## config.mk

```make
export PLATFORM = sky130hd
export DESIGN_NAME = sticky_irq_latch
export DESIGN_NICKNAME = d
export VERILOG_FILES = /design/src/rtl/sirq_pkg.sv /design/src/rtl/sirq_decode.sv /design/src/rtl/sirq_ctrl_regs.sv /design/src/rtl/sirq_status.sv /design/src/rtl/sticky_irq_latch.sv
export SDC_FILE = /design/constraint.sdc
export NUM_CORES = 1
export LEC_CHECK = 0
export CAP_MARGIN = 10
export CELL_PAD_IN_SITES_DETAIL_PLACEMENT = 2
export CELL_PAD_IN_SITES_GLOBAL_PLACEMENT = 2
export CORE_UTILIZATION = 35
export DETAILED_ROUTE_END_ITERATION = 10
export PLACE_DENSITY = 0.71
export SYNTH_ARGS = -nofsm -noshare
export SYNTH_HDL_FRONTEND = slang
export SYNTH_SLANG_ARGS = --single-unit
```

## constraint.sdc

```tcl
create_clock -name clk_i -period 5.9 [get_ports clk_i]
set_input_delay 0.885 -clock clk_i [delete_from_list [all_inputs] [get_ports clk_i]]
set_output_delay 0.885 -clock clk_i [all_outputs]
set_load 0.01 [all_outputs]
```

## src/rtl/sirq_pkg.sv

```systemverilog
package sirq_pkg;
  localparam int unsigned REG_W = 32;

  localparam logic [7:0] OFS_ROUTE0 = 8'h08;
  localparam logic [7:0] OFS_ROUTE1 = 8'h0C;
  localparam logic [7:0] OFS_STATUS = 8'h50;
  localparam logic [7:0] OFS_MASK   = 8'h54;
  localparam logic [7:0] OFS_POL    = 8'h58;
  localparam logic [7:0] OFS_RAW    = 8'h5C;

  typedef enum logic [2:0] {
    SEL_NONE,
    SEL_ROUTE0,
    SEL_ROUTE1,
    SEL_STATUS,
    SEL_MASK,
    SEL_POL,
    SEL_RAW
  } sel_e;
endpackage

```

## src/rtl/sirq_decode.sv

```systemverilog
module sirq_decode
  import sirq_pkg::*;
#(
  parameter int unsigned ADDR_W = 8
) (
  input  logic [ADDR_W-1:0] addr_i,
  output sel_e              sel_o
);
  localparam int unsigned OW = 8;

  function automatic logic hit(logic [ADDR_W-1:0] a, logic [OW-1:0] ofs);
    return a == ADDR_W'(ofs);
  endfunction

  always_comb begin
    sel_o = SEL_NONE;
    if      (hit(addr_i, OFS_ROUTE0)) sel_o = SEL_ROUTE0;
    else if (hit(addr_i, OFS_ROUTE1)) sel_o = SEL_ROUTE1;
    else if (hit(addr_i, OFS_STATUS)) sel_o = SEL_STATUS;
    else if (hit(addr_i, OFS_MASK))   sel_o = SEL_MASK;
    else if (hit(addr_i, OFS_POL))    sel_o = SEL_POL;
    else if (hit(addr_i, OFS_RAW))    sel_o = SEL_RAW;
  end
endmodule

```

## src/rtl/sirq_ctrl_regs.sv

```systemverilog
module sirq_ctrl_regs
  import sirq_pkg::*;
#(
  parameter int unsigned W = 32
) (
  input  logic         clk_i,
  input  logic         rst_ni,
  input  logic         wr_i,
  input  sel_e         sel_i,
  input  logic [W-1:0] wdata_i,
  output logic [W-1:0] route0_o,
  output logic [W-1:0] route1_o,
  output logic [W-1:0] mask_o,
  output logic [W-1:0] pol_o
);
  localparam int unsigned NREG = 4;
  localparam sel_e REG_SEL [NREG] = '{SEL_ROUTE0, SEL_ROUTE1, SEL_MASK, SEL_POL};

  logic [W-1:0] regs_q [NREG];

  for (genvar g = 0; g < NREG; g++) begin : g_reg
    always_ff @(posedge clk_i or negedge rst_ni) begin
      if (!rst_ni)                             regs_q[g] <= '0;
      else if (wr_i && (sel_i == REG_SEL[g]))  regs_q[g] <= wdata_i;
    end
  end

  assign route0_o = regs_q[0];
  assign route1_o = regs_q[1];
  assign mask_o   = regs_q[2];
  assign pol_o    = regs_q[3];

  // a mask write is visible on the next cycle
  assert_mask_store_R2: assert property (@(posedge clk_i) disable iff (!rst_ni)
    (wr_i && sel_i == SEL_MASK) |=> (mask_o == $past(wdata_i)));

  // unmapped writes leave every stored register untouched
  assert_unmapped_wr_R10: assert property (@(posedge clk_i) disable iff (!rst_ni)
    (wr_i && sel_i == SEL_NONE) |=>
      ($stable(route0_o) && $stable(route1_o) && $stable(mask_o) && $stable(pol_o)));
endmodule

```

## src/rtl/sirq_status.sv

```systemverilog
module sirq_status #(
  parameter int unsigned W       = 32,
  parameter int unsigned SRC_BIT = 11
) (
  input  logic         clk_i,
  input  logic         rst_ni,
  input  logic         src_irq_i,
  input  logic [W-1:0] mask_i,
  input  logic [W-1:0] clr_i,
  output logic [W-1:0] raw_o,
  output logic [W-1:0] status_o,
  output logic         irq_o
);
  localparam logic [W-1:0] SRC_MASK = W'(1) << SRC_BIT;

  logic [W-1:0] raw_q;
  logic [W-1:0] status_q;
  logic [W-1:0] pend;

  assign pend = raw_q & mask_i;

  always_ff @(posedge clk_i or negedge rst_ni) begin
    if (!rst_ni) begin
      raw_q    <= '0;
      status_q <= '0;
    end else begin
      raw_q    <= src_irq_i ? SRC_MASK : '0;
      // clear first, then re-latch in the same update
      status_q <= (status_q & ~clr_i) | pend;
    end
  end

  assign raw_o    = raw_q;
  assign status_o = status_q;
  assign irq_o    = |status_q;

  // every pending bit is latched on the next edge
  assert_latch_R4: assert property (@(posedge clk_i) disable iff (!rst_ni)
    (pend != '0) |=> ((status_q & $past(pend)) == $past(pend)));

  // a set bit only drops when written with a one
  assert_sticky_R5: assert property (@(posedge clk_i) disable iff (!rst_ni)
    (($past(status_q) & ~$past(clr_i) & ~status_q) == '0));

  // a cleared bit that is not pending goes low
  assert_clear_R6: assert property (@(posedge clk_i) disable iff (!rst_ni)
    ((clr_i & ~pend) != '0) |=> ((status_q & $past(clr_i & ~pend)) == '0));

  // the interrupt never rises without a pending source
  assert_irq_cause_R11: assert property (@(posedge clk_i) disable iff (!rst_ni)
    $rose(irq_o) |-> ($past(pend) != '0));
endmodule

```

## src/rtl/sticky_irq_latch.sv

```systemverilog
module sticky_irq_latch
  import sirq_pkg::*;
#(
  parameter int unsigned ADDR_W  = 8,
  parameter int unsigned SRC_BIT = 11
) (
  input  logic              clk_i,
  input  logic              rst_ni,
  input  logic              req_i,
  input  logic              we_i,
  input  logic [ADDR_W-1:0] addr_i,
  input  logic [31:0]       wdata_i,
  output logic [31:0]       rdata_o,
  input  logic              src_irq_i,
  output logic              irq_o
);
  localparam int unsigned W = REG_W;

  sel_e         sel;
  logic         wr;
  logic [W-1:0] route0, route1, mask, pol, raw, status, clr;

  assign wr  = req_i && we_i;
  assign clr = (wr && sel == SEL_STATUS) ? wdata_i : '0;

  sirq_decode #(.ADDR_W(ADDR_W)) u_decode (
    .addr_i (addr_i),
    .sel_o  (sel)
  );

  sirq_ctrl_regs #(.W(W)) u_regs (
    .clk_i    (clk_i),
    .rst_ni   (rst_ni),
    .wr_i     (wr),
    .sel_i    (sel),
    .wdata_i  (wdata_i),
    .route0_o (route0),
    .route1_o (route1),
    .mask_o   (mask),
    .pol_o    (pol)
  );

  sirq_status #(.W(W), .SRC_BIT(SRC_BIT)) u_status (
    .clk_i     (clk_i),
    .rst_ni    (rst_ni),
    .src_irq_i (src_irq_i),
    .mask_i    (mask),
    .clr_i     (clr),
    .raw_o     (raw),
    .status_o  (status),
    .irq_o     (irq_o)
  );

  always_comb begin
    unique case (sel)
      SEL_ROUTE0: rdata_o = route0;
      SEL_ROUTE1: rdata_o = route1;
      SEL_STATUS: rdata_o = status;
      SEL_MASK:   rdata_o = mask;
      SEL_POL:    rdata_o = pol;
      SEL_RAW:    rdata_o = raw;
      default:    rdata_o = '1;
    endcase
  end

  // a write aimed at the raw register does not disturb the sampled value
  assert_raw_ro_R9: assert property (@(posedge clk_i) disable iff (!rst_ni)
    (wr && sel == SEL_RAW && !src_irq_i) |=> (raw == '0));
endmodule

```

# After elaboration in Yosys (flattened, before gate mapping)
# Cells that the tools add are included.
[totals] inputBits=45 output_inout_bits=33 regBits=192 elab_cells=38
[op_classes] mux=9 bitwise=4 n_eq_ne=12 reduce_logical=7
[ops] op="$pmux 32 s6" count=1
[ops] op="$and 32x32->32" count=2
[ops] op="$eq 8x7->1 const B" count=4
[ops] op="$mux 32" count=1
[ops] op="$not 32->32" count=1
[ops] op="$or 32x32->32" count=1
[ops] op="$reduce_or 32->1" count=1
[ops] op="$mux 3" count=6
[ops] op="$eq 8x4->1 const B" count=2
[ops] op="$mux 12" count=1
[ops] op="$eq 3x3->1 const B" count=3
[ops] op="$eq 3x2->1 const B" count=2
[ops] op="$logic_and 1x1->1" count=6
[ops] op="$eq 3x1->1 const B" count=1

# Depth between registers and ports, before layout
[logic_depth] ltp_word=13 depth_mapped=6 mapped_depth_nobuf=4

# Modules after synthesis
# A second synthesis with hierarchy kept.
[unflattened] cells_unflattened=667 area_unflattened_um2=8200.4
[by_module_without_submodules] mod="sirq_ctrl_regs" area_each_um2=4859.7 cells_per_inst=275 seq_area_each_um2=3203.1 n_inst=1
[by_module_without_submodules] mod="sticky_irq_latch" area_each_um2=1925.6 cells_per_inst=271 seq_area_each_um2=0.0 n_inst=1
[by_module_without_submodules] mod="sirq_status" area_each_um2=1343.8 cells_per_inst=110 seq_area_each_um2=825.8 n_inst=1
[by_module_without_submodules] mod="sirq_decode" area_each_um2=71.3 cells_per_inst=11 seq_area_each_um2=0.0 n_inst=1

# Worst setup path after synthesis
# OpenSTA, ideal clock, no wires.
[synth_path] path_type="in2out" startpoint="in addr_i[2]" endpoint="out rdata_o[0]" cell_stages=6 t_required_ns=5.015 slack_ns=2.680 path_buffers=2 t_arrival_ns=2.335 cell_sequence="clkbuf_1 > nor4b_1 > clkbuf_1 > a22oi_1 > nor2_1 > a211o_1"
[synth_via] elab_chain_len=9 word_cells_on_any_way=19 classes_between="12 x eq/ne; 7 x mux"
[synth_lines] item="from (decl)" line="sticky_irq_latch.sv:11" text="input logic [ADDR_W-1:0] addr_i,"
[synth_lines] item="$eq 8x7->1" line="sirq_decode.sv:12" text="return a == ADDR_W'(ofs);"
[synth_lines] item="$mux 3" line="sirq_decode.sv:22" text="else if (hit(addr_i, OFS_RAW)) sel_o = SEL_RAW;"
[synth_lines] item="$mux 3" line="sirq_decode.sv:21" text="else if (hit(addr_i, OFS_POL)) sel_o = SEL_POL;"
[synth_lines] item="$mux 3" line="sirq_decode.sv:20" text="else if (hit(addr_i, OFS_MASK)) sel_o = SEL_MASK;"
[synth_lines] item="$mux 3" line="sirq_decode.sv:19" text="else if (hit(addr_i, OFS_STATUS)) sel_o = SEL_STATUS;"
[synth_lines] item="$mux 3" line="sirq_decode.sv:18" text="else if (hit(addr_i, OFS_ROUTE1)) sel_o = SEL_ROUTE1;"
[synth_lines] item="$mux 3 (*)" line="sirq_decode.sv:17" text="if (hit(addr_i, OFS_ROUTE0)) sel_o = SEL_ROUTE0;"
[synth_lines] item="$eq 3x3->1 (tied with other cells)" line="sticky_irq_latch.sv:55" text="unique case (sel)"
[synth_lines] item="$pmux 32 s6 (*)" line="sticky_irq_latch.sv:55"
[synth_lines] item="to (decl)" line="sticky_irq_latch.sv:13" text="output logic [31:0] rdata_o,"
# Every way passes the cells marked *; elsewhere a longest branch is shown, timed or not.

# Final worst setup path
[layout_path] startpoint="in addr_i[3]" endpoint="out rdata_o[11]"
# The elaborated chain is that of the path after synthesis.

==> impl_metrics.csv <==
group,metric,value,unit
synthesis,seq_area_frac_synth,54.06,%
setup_path,worstSetupEndpointType,"output port",
synthesis,synth-main-ff-cell,"dfrtp_1",
synthesis,synthCells,596,
synthesis,avgSynthCellArea,12.50,µm²
pwr,cellLeakagePower,4.183,nW
routing,routedWlPerCell,23.86,µm
pwr,power_switching_share,22.91,%
final_layout,drive_gt1_share,27.69,%
die,num_io_pins,78,
sta,post-route-min-period,4657,ps
grt,grt_max_degree,97,
die,core,20960,µm²
grt,grt_pass1_wl,36110,µm
cts,clock_sinks,161,
die,die_x,147.9,µm
die,initial_core_util,35.56,%
pwr,p_int,1.921,mW
cts,cts_tree,"done",
sta,clock_skew,0.1182,ps
routing,vias,5292,
synthesis,synth_warnings,0,
grt,grt_overflow_total,0,
setup_path,rr_worst_depth,1,
sta,holdWs,492.6,ps
cts,clockBufferDepth,2,
synthesis,netlist.area_leader.share,54.06,%
pwr,power.share.combinational,6.6,%
cts,path_clk_slew,60,ps
routing,drt_pre_antenna_iters,4,
synthesis,synth.area.top_cells,"dfrtp_1 (54%), mux2_2 (19%), mux2i_1 (4.2%), a211o_1 (3.8%), a21boi_0 (3.1%)",
setup_path,path_max_fanout,16,
pwr,p_clk_share,47.4,%
setup_path,cp.arrival,3770,ps
sta,finalHoldViolations,0,
routing,drc,0,
sta,rsz0062_at_grt,"no",
sta,maxSlewViolCount,0,
cts,htree_levels,4,
routing,drt-total-wl,22770,µm
cts,cts_setup_buffers,0,
cts,cts_resized,0,
synthesis,ys_ff_latch,161,
setup_path,crit_path_start_kind,"input port",
final_layout,n_antenna_cell,0,
sta,fmax,214.7,MHz
synthesis,syn_area,7452,µm²
routing,drtIter0Drc,211,
routing,routed_via_density,5.547,
pwr,p_seq_share,46.0,%
place,place_congestion,0.7170,
place,place_area,8523,µm²
setup_path,worst_ep_required_time,5020,ps
final_layout,layout.nets,711,
place,port_buffers,77,
pwr,peakVddDrop,0.0002125,V
cts,hold_buffers,0,
sta,finalSetupTns,0,ps
pwr,switchingPower,570.8,µW
place,place.detailed.hpwl,13790,µm
sta,relSlewSlack,34.41,%
min_path,hold_path_class,"register to register",
final_layout,areaGrowthSynthToFinish,22.77,%
synthesis,synth_edf_count,0,
pwr,cellPowerDensity,272.4,nW/µm²
die,dieArea,21880,µm²
sta,period_share,78.94,%
cts,cts_root_buf,"clkbuf_16",
cts,cts-buffers-inserted,17,
synthesis,syn_nets,641,
die,num_rows,53,
synthesis,synth_top_area_cell,"dfrtp_1",
sta,setup_viol,0,
grt,antenna_found_initial,0,
sta,tightest_slew,980.4,ps
final_layout,final_util,43.66,%
die,chipHeight,147.9,µm
synthesis,synth.distinct_cells,36,
setup_path,criticalPathCategory,"input port to output port",
final_layout,finalInstanceArea,9149,µm²
routing,drtAntennaViolNets,0,
grt,grt_util_all_layers,22.18,%
grt,grt_pass1_vias,6189,
synthesis,synthArstFlopShare,100.0,%
outcome,outcome,"complete, no violations",
run,cap_violations,0,
cts,clk_latency,430,ps
min_path,min_path_cells,1,
## sequential cells by signal, summed over array words and instances (netlist names)
signal	flops
u_regs.pol_o	32
u_status.status_o	32
u_regs.mask_o	32
u_regs.route1_o	32
u_status.raw_o	1
u_regs.route0_o	32
## critical path, stage by stage
cell and delay [ps]:
clkdlybuf4s50_1 880, nor2b_2 630, buf_4 320, nand2_1 120, o22ai_1 190, a211o_1 200, clkdlybuf4s50_1 540
## logic make-up after synthesis
logic type      count (synthesis)  synth area share, %
flops                         161                54.06
mux                           159                23.51
compound gates                132                12.79
simple gates                  101                6.767
buf+inv                        43                2.871
## layer usage
| metal | up-vias | track usage, % | wire length [µm] |
|---|---|---|---|
| met3 | 43 | 3.704 | 689 |
| met5 | - | 0 | 0 |
| met2 | 119 | 38.84 | 11680 |
| met1 | 2812 | 26.84 | 9739 |
| li1 | 2318 | - | - |
| met4 | 0 | 9.588 | 652 |
## power groups by stage
stage / registers (mW) / logic, mW / clock network (mW)
finish: 1.15 / 0.165 / 1.18
global placement: 1.16 / 0.160 / 0
floorplan: 1.16 / 0.0627 / 0
global route: 1.15 / 0.179 / 1.25
detailed placement: 1.17 / 0.166 / 0
CTS: 1.15 / 0.168 / 1.20
## stage by stage
step,power (mW),setup slack [ps],std cells
finish,2.492,1243,954
global placement,1.323,1274,922
global route,2.574,1049,954
floorplan,1.223,2680,596
detailed placement,1.332,1199,922
CTS,2.517,1175,954
## cell usage after synthesis (2+ instances only)
| cell | number |
|---|---|
| mux2i_1 | 31 |
| nor3b_4 | 2 |
| a211o_1 | 32 |
| mux2_1 | 4 |
| nor2b_1 | 3 |
| nor4_1 | 8 |
| buf_2 | 6 |
| nand2_1 | 36 |
| nor2_1 | 36 |
| nor4b_1 | 2 |
| mux2_2 | 124 |
| a22oi_1 | 31 |
| a21boi_0 | 31 |
| nand4_1 | 3 |
| buf_6 | 6 |
| o21ai_0 | 32 |
| buf_1 | 3 |
| dfrtp_1 | 161 |
| clkbuf_1 | 28 |
## placed cells by master, fill, tap and decap left out, types with 31 or more instances in the layout
master	netlist	routed
nor2_1	36	35
nand2_1	36	35
mux2_2	124	124
a211o_1	32	32
dfrtp_1	161	161
a22oi_1	31	31
o21ai_0	32	32
mux2i_1	31	31
clkdlybuf4s50_1	0	75
a21boi_0	31	31
## cell type report
class                           count  area, µm²
Sequential cell                   161       4029
Timing Repair Buffer               94      894.6
Clock buffer                       23      498.0
Tap cell                          275      344.1
Fill cell                        2105      11810
Clock inverter                      9      127.6
Multi-Input combinational cell    392       3256
## path summary, 6_finish.rpt
kind,endpoint,start,slack (ps)
hold / removal,u_regs.pol_o[7],u_regs.pol_o[7],490
hold reg to reg,u_regs.pol_o[7],u_regs.pol_o[7],490
max in group asynchronous,u_regs.pol_o[7],rst_ni,3890
min in group asynchronous,u_regs.route0_o[18],rst_ni,560
setup reg to reg,u_status.status_o[0],u_status.status_o[0],5070
setup / recovery,rdata_o[11],addr_i[3],1240
Note: power is estimated with default switching activity, not from simulation.
